<file path="src/rtl/iowin_pkg.sv">
package iowin_pkg;
  // Selector layout: per window a lower and an upper bound, then the masks,
  // then one enable register holding one bit per window.
  function automatic int sel_lo(input int k);
    return 2 * k;
  endfunction
  function automatic int sel_hi(input int k);
    return 2 * k + 1;
  endfunction
  function automatic int sel_mask(input int nwin, input int k);
    return 2 * nwin + k;
  endfunction
  function automatic int sel_en(input int nwin);
    return 3 * nwin;
  endfunction
endpackage

</file>
<file path="src/rtl/iowin_cfg.sv">
module iowin_cfg
  import iowin_pkg::*;
#(
  parameter int NUM_WIN = 2,
  parameter int ADDR_W  = 16,
  parameter int MASK_W  = 8,
  parameter int SEL_W   = 3
) (
  input  logic                             clk,
  input  logic                             rst,
  input  logic                             cfg_we,
  input  logic [SEL_W-1:0]                 cfg_sel,
  input  logic [ADDR_W-1:0]                cfg_wdata,
  output logic [NUM_WIN-1:0][ADDR_W-1:0]   win_lo,
  output logic [NUM_WIN-1:0][ADDR_W-1:0]   win_hi,
  output logic [NUM_WIN-1:0][MASK_W-1:0]   win_mask,
  output logic [NUM_WIN-1:0]               win_en
);
  localparam logic [SEL_W-1:0] EN_CODE = SEL_W'(sel_en(NUM_WIN));

  for (genvar k = 0; k < NUM_WIN; k++) begin : g_win
    localparam logic [SEL_W-1:0] LO_CODE = SEL_W'(sel_lo(k));
    localparam logic [SEL_W-1:0] HI_CODE = SEL_W'(sel_hi(k));
    localparam logic [SEL_W-1:0] MK_CODE = SEL_W'(sel_mask(NUM_WIN, k));

    always_ff @(posedge clk) begin
      if (rst) begin
        win_lo[k]   <= '0;
        win_hi[k]   <= '0;
        win_mask[k] <= '0;
      end else if (cfg_we) begin
        if (cfg_sel == LO_CODE) win_lo[k]   <= cfg_wdata;
        if (cfg_sel == HI_CODE) win_hi[k]   <= cfg_wdata;
        if (cfg_sel == MK_CODE) win_mask[k] <= cfg_wdata[MASK_W-1:0];
      end
    end
  end

  always_ff @(posedge clk) begin
    if (rst) begin
      win_en <= '0;
    end else if (cfg_we && cfg_sel == EN_CODE) begin
      win_en <= cfg_wdata[NUM_WIN-1:0];
    end
  end
endmodule

</file>
<file path="src/rtl/iowin_match.sv">
module iowin_match #(
  parameter int ADDR_W = 16
) (
  input  logic              en,
  input  logic [ADDR_W-1:0] lo,
  input  logic [ADDR_W-1:0] hi,
  input  logic [ADDR_W-1:0] addr,
  output logic              in_win
);
  logic above_lo;
  logic below_hi;

  always_comb begin
    above_lo = (addr >= lo);
    below_hi = (addr <= hi);
    in_win   = en && above_lo && below_hi;
  end
endmodule

</file>
<file path="src/rtl/iowin_route.sv">
module iowin_route #(
  parameter int NUM_WIN = 2,
  parameter int DATA_W  = 16,
  parameter int MASK_W  = 8
) (
  input  logic [NUM_WIN-1:0]               hit_vec,
  input  logic [NUM_WIN-1:0][MASK_W-1:0]   win_mask,
  input  logic                             io_rd,
  input  logic                             io_wr,
  input  logic [DATA_W-1:0]                card_rdata,
  input  logic [DATA_W-1:0]                host_wdata,
  output logic [DATA_W-1:0]                host_rdata,
  output logic [DATA_W-1:0]                host_rdata_oe,
  output logic [DATA_W-1:0]                card_wdata,
  output logic [DATA_W-1:0]                card_wdata_oe,
  output logic                             card_hit,
  output logic                             force_8bit
);
  logic              any_hit;
  logic [MASK_W-1:0] sel_mask;
  logic              access;
  logic              narrow;
  logic              rd_go;
  logic              wr_go;

  // Lowest-numbered hit governs; scanning downward leaves it last-assigned.
  always_comb begin
    any_hit  = 1'b0;
    sel_mask = '0;
    for (int k = NUM_WIN - 1; k >= 0; k--) begin
      if (hit_vec[k]) begin
        any_hit  = 1'b1;
        sel_mask = win_mask[k];
      end
    end
  end

  always_comb begin
    access = any_hit && (io_rd || io_wr);
    narrow = access && (|sel_mask);
    rd_go  = access && io_rd;
    wr_go  = access && io_wr && !io_rd;
    for (int b = 0; b < DATA_W; b++) begin
      if (b < MASK_W) begin
        host_rdata_oe[b] = rd_go && !(narrow && sel_mask[b]);
        card_wdata_oe[b] = wr_go;
      end else begin
        host_rdata_oe[b] = rd_go && !narrow;
        card_wdata_oe[b] = wr_go && !narrow;
      end
    end
    host_rdata = card_rdata;
    card_wdata = host_wdata;
    card_hit   = access;
    force_8bit = narrow;
  end
endmodule

</file>
<file path="src/rtl/iowin_unit.sv">
module iowin_unit #(
  parameter int NUM_WIN = 2,
  parameter int ADDR_W  = 16,
  parameter int DATA_W  = 16,
  parameter int MASK_W  = 8,
  localparam int SEL_W  = $clog2(3 * NUM_WIN + 1)
) (
  input  logic              clk,
  input  logic              rst,
  input  logic              cfg_we,
  input  logic [SEL_W-1:0]  cfg_sel,
  input  logic [ADDR_W-1:0] cfg_wdata,
  input  logic [ADDR_W-1:0] io_addr,
  input  logic              io_rd,
  input  logic              io_wr,
  input  logic [DATA_W-1:0] card_rdata,
  output logic [DATA_W-1:0] host_rdata,
  output logic [DATA_W-1:0] host_rdata_oe,
  input  logic [DATA_W-1:0] host_wdata,
  output logic [DATA_W-1:0] card_wdata,
  output logic [DATA_W-1:0] card_wdata_oe,
  output logic              card_hit,
  output logic              force_8bit
);
  logic [NUM_WIN-1:0][ADDR_W-1:0] win_lo;
  logic [NUM_WIN-1:0][ADDR_W-1:0] win_hi;
  logic [NUM_WIN-1:0][MASK_W-1:0] win_mask;
  logic [NUM_WIN-1:0]             win_en;
  logic [NUM_WIN-1:0]             hit_vec;

  iowin_cfg #(
    .NUM_WIN(NUM_WIN), .ADDR_W(ADDR_W), .MASK_W(MASK_W), .SEL_W(SEL_W)
  ) u_cfg (
    .clk(clk), .rst(rst), .cfg_we(cfg_we), .cfg_sel(cfg_sel),
    .cfg_wdata(cfg_wdata), .win_lo(win_lo), .win_hi(win_hi),
    .win_mask(win_mask), .win_en(win_en)
  );

  for (genvar k = 0; k < NUM_WIN; k++) begin : g_match
    iowin_match #(.ADDR_W(ADDR_W)) u_match (
      .en(win_en[k]), .lo(win_lo[k]), .hi(win_hi[k]),
      .addr(io_addr), .in_win(hit_vec[k])
    );
  end

  iowin_route #(
    .NUM_WIN(NUM_WIN), .DATA_W(DATA_W), .MASK_W(MASK_W)
  ) u_route (
    .hit_vec(hit_vec), .win_mask(win_mask), .io_rd(io_rd), .io_wr(io_wr),
    .card_rdata(card_rdata), .host_wdata(host_wdata),
    .host_rdata(host_rdata), .host_rdata_oe(host_rdata_oe),
    .card_wdata(card_wdata), .card_wdata_oe(card_wdata_oe),
    .card_hit(card_hit), .force_8bit(force_8bit)
  );
endmodule

</file>
<file path="config.mk">
export PLATFORM = sky130hd
export DESIGN_NAME = iowin_unit
export DESIGN_NICKNAME = d
export VERILOG_FILES = /design/src/rtl/iowin_pkg.sv /design/src/rtl/iowin_cfg.sv /design/src/rtl/iowin_match.sv /design/src/rtl/iowin_route.sv /design/src/rtl/iowin_unit.sv
export SDC_FILE = /design/constraint.sdc
export NUM_CORES = 1
export LEC_CHECK = 0
export ABC_CLOCK_PERIOD_IN_PS = 2900
export CORE_MARGIN = 1
export CORE_UTILIZATION = 45
export DETAILED_ROUTE_END_ITERATION = 12
export HOLD_SLACK_MARGIN = 0.15
export PLACE_DENSITY = 0.81
export SLEW_MARGIN = 20
export SYNTH_ARGS = -nofsm -noshare
export SYNTH_HDL_FRONTEND = slang
export SYNTH_HIERARCHICAL = 1
export SYNTH_SLANG_ARGS = --single-unit
export TNS_END_PERCENT = 5
</file>
<file path="constraint.sdc">
create_clock -name clk -period 2.9 [get_ports clk]
set_input_delay 0.435 -clock clk [delete_from_list [all_inputs] [get_ports clk]]
set_output_delay 0.435 -clock clk [all_outputs]
set_load 0.01 [all_outputs]
</file>
==> flow_summary.json <==
{
  "vias": 4282,
  "irDropWorstVdd_uv": 302,
  "synth_area_sq_um": 5510,
  "power_leakage_uw": 0.00301,
  "min_from": "u_cfg/win_hi[11]$_SDFFE_PP0P_",
  "die_h_microns": 113,
  "grt_pass1_vias": 4472,
  "async_flop_share": 0,
  "crit_top_cell": "buf_6",
  "gp_congestion": 0.807,
  "drt-initial-drc-count": 143,
  "first_pass_iters": 4,
  "ios": 138,
  "final_util": 0.558,
  "overflow": 0,
  "rsz0062_at_grt": "true",
  "antenna_found_initial": 0,
  "grt_max_degree": 46,
  "finalPower_uw": 2700,
  "slew_violations": 0,
  "skew_ns": 0,
  "cpPeakStageDelay_ns": 0.45,
  "yosysSeqAreaShare": 0.298,
  "synth_nets": 742,
  "critPathMaxFanout": 6,
  "cp-start-kind": "register",
  "portBuffers": 73,
  "use_met1": 0.237,
  "fill_cells": 1062,
  "layout_common_cells": "nand2b_1, mux2i_1, dfxtp_1",
  "avgViaCountPerCell": 5.27,
  "ant_nets": 0,
  "crit_arrival_ns": 3.24,
  "ys_types": 42,
  "root_buffer": "clkbuf_16",
  "drc_errors": 0,
  "hpwlAfterDp_mm": 9.34,
  "violations": "negative setup slack",
  "synth_edf_count": 0,
  "setup-violations-final": 34,
  "power_density_nw_per_um2": 405,
  "worst-r2r-cell-count": 2,
  "slowest_stage": "or4_4",
  "wirelength_mm": 12.9,
  "critical_path_class": "reg2out",
  "cts-hold-fix-buffers": 0,
  "initial_core_util": 0.460,
  "synth_warnings": 6,
  "timing.final.crit_period_ns": 3.68,
  "required_ns": 2.47,
  "status": "finished with violations",
  "n_antenna_cell": 0,
  "hold_end": "u_cfg/win_hi[11]$_SDFFE_PP0P_",
  "slew_headroom": 0.494,
  "num-nets-final": 798,
  "die-area_sq_um": 12700,
  "synth_top_flop_cell": "dfxtp_1",
  "maxCapViolCount": 0,
  "tightest_slew_ns": 0.748,
  "use_met3": 0.0319,
  "grt_pass1_wl_mm": 20.8,
  "use_met2": 0.378,
  "insertion_delay_ns": 0.34,
  "die_w_microns": 113,
  "synth_area_per_cell_sq_um": 9.08,
  "area_growth_pct": 21.1,
  "grt_util_all_layers": 0.208,
  "finalWorstSetupSlack_ns": -0.776,
  "startpoint": "u_cfg/win_hi[13]$_SDFFE_PP0P_",
  "reg2reg_slack_ns": 2.20,
  "finalCritPeriodShare": 1.27,
  "rows": 40,
  "r2r_end": "u_cfg/win_mask[11]$_SDFFE_PP0P_",
  "ys_ff_latch": 82,
  "hold_violations": 0,
  "worstReg2RegStart": "u_cfg/win_mask[11]$_SDFFE_PP0P_",
  "synth_cells": 606,
  "gr-max-usage-layer": "met2",
  "synth_top_cell_by_area": "dfxtp_1",
  "wl_per_cell_microns": 15.9,
  "fmax_mhz": 272,
  "cts_sinks": 82,
  "crit_chain": "inv_1 > ha_1 > nand4_1 > or4_4 > or3_4 > a22oi_2 > buf_6 > inv_8 > nand4_1 > buf_6 > a21boi_4 > buf_6 > buf_6 > buf_6",
  "hold-worst-slack_ns": 0.475,
  "drive_above_1_share": 0.210,
  "synth.area.top_cells": "dfxtp_1, mux2i_1, ha_1",
  "layout_commonest_cell": "nand2b_1",
  "hold_path_class": "reg2reg",
  "cp-end-kind": "primary output",
  "core_sq_um": 12000,
  "clkTransAtPathRegs_ns": 0.06,
  "yosys.area.top_type_share": 0.298,
  "cts_inserted_buffers": 9,
  "clockBufferDepth": 2,
  "htreeDepth": 3,
  "cts_tree": "yes",
  "hold_depth": 2
}
## metrics by stage
stage / instance area [sq um] / setup TNS, ns / std cells / worst slack (ns)
5_1_grt: 6670 / -24.70 / 813 / -0.897
4_1_cts: 6650 / -23.14 / 813 / -0.744
3_5_place_dp: 6240 / -40.75 / 790 / -1.28
3_3_place_gp: 6240 / -39.48 / 790 / -1.23
2_1_floorplan: 5580 / -1.01 / 606 / -0.0971
6_report: 6670 / -20.52 / 813 / -0.776
## worst max-delay path by stage
stage	depth (start not counted)	slack (ns)	endpoint
after detailed placement	13	-1.28	host_rdata_oe[10]
after floorplan	8	-0.1	host_rdata_oe[10]
final	14	-0.78	host_rdata_oe[10]
after CTS	14	-0.74	host_rdata_oe[10]
after global placement	13	-1.23	host_rdata_oe[8]
after global routing	14	-0.90	host_rdata_oe[9]
## cells in the mapped netlist, types with 2 or more instances
cell / n
or3_1: 4
buf_4: 56
o221ai_1: 2
o21ai_0: 12
nor2_1: 8
dfxtp_1: 82
a21o_1: 2
a22oi_1: 2
nand4bb_1: 2
and4_2: 2
or4_1: 2
a41oi_1: 2
and3_1: 2
mux2i_1: 82
buf_2: 6
nor3b_1: 2
nand4b_1: 3
inv_1: 64
nand2b_1: 100
nand2_1: 18
nor3_1: 2
nor4_2: 2
nor2b_1: 2
ha_1: 64
a21oi_1: 27
clkbuf_1: 12
a211oi_1: 2
nand3_1: 7
and2_1: 8
o21a_1: 2
a221oi_1: 2
nand4_1: 5
o22ai_1: 8
nor4_4: 2
## report_power, final
part / switching (uW) / internal [uW]
Clock: 454 / 661
Combinational: 204 / 214
Sequential: 17.3 / 1150
## layer usage
metal / up-vias / wire length (microns)
met5: - / 0
met4: 0 / 360
met3: 37 / 556
met2: 107 / 6460
met1: 2022 / 5540
li1: 2116 / -
## state kept, by name (all words and copies together), names as in the netlist
signal / cells
u_cfg/win_hi: 32
u_cfg/win_lo: 32
u_cfg/win_mask: 16
u_cfg/win_en: 2
## kinds of logic (layout without fill, tap and decap cells)
group,count (synthesis),after routing,share of synthesized area
flip-flops,82,82,0.298
adder cells (fa/ha/maj),64,64,0.145
multiplexers,82,82,0.149
AO/OA/AOI/OAI,63,63,0.0680
buffers and inverters,141,201,0.140
AND/OR/NAND/NOR,174,174,0.199
## critical path: cells and delay by family, from the launching register on
family / cells / cell delay [ns]
flip-flops: 1 / 0.34
buffers and inverters: 7 / 0.77
AND/OR/NAND/NOR: 4 / 1.11
adder cells (fa/ha/maj): 1 / 0.32
AO/OA/AOI/OAI: 2 / 0.37
## cell type report
class / instances / area, sq um / area share
sequential: 82 / 1650 / 0.247
inverter: 65 / 251 / 0.0377
timing repair inverter: 1 / 6.26 / 0.000938
clock inverter: 5 / 56.3 / 0.00844
multi-input combinational: 383 / 3330 / 0.500
clock buffer: 10 / 229 / 0.0343
timing repair buffer: 120 / 961 / 0.144
tap: 147 / 184 / 0.0276
## what timing repair did
item,CTS,global route
setup buffers,7,0
setup endpoints to repair,34,34
gates resized for setup,113,74
cloned,1,0
pin swaps,14,12
No activity file was read; power rests on OpenSTA's default activity.
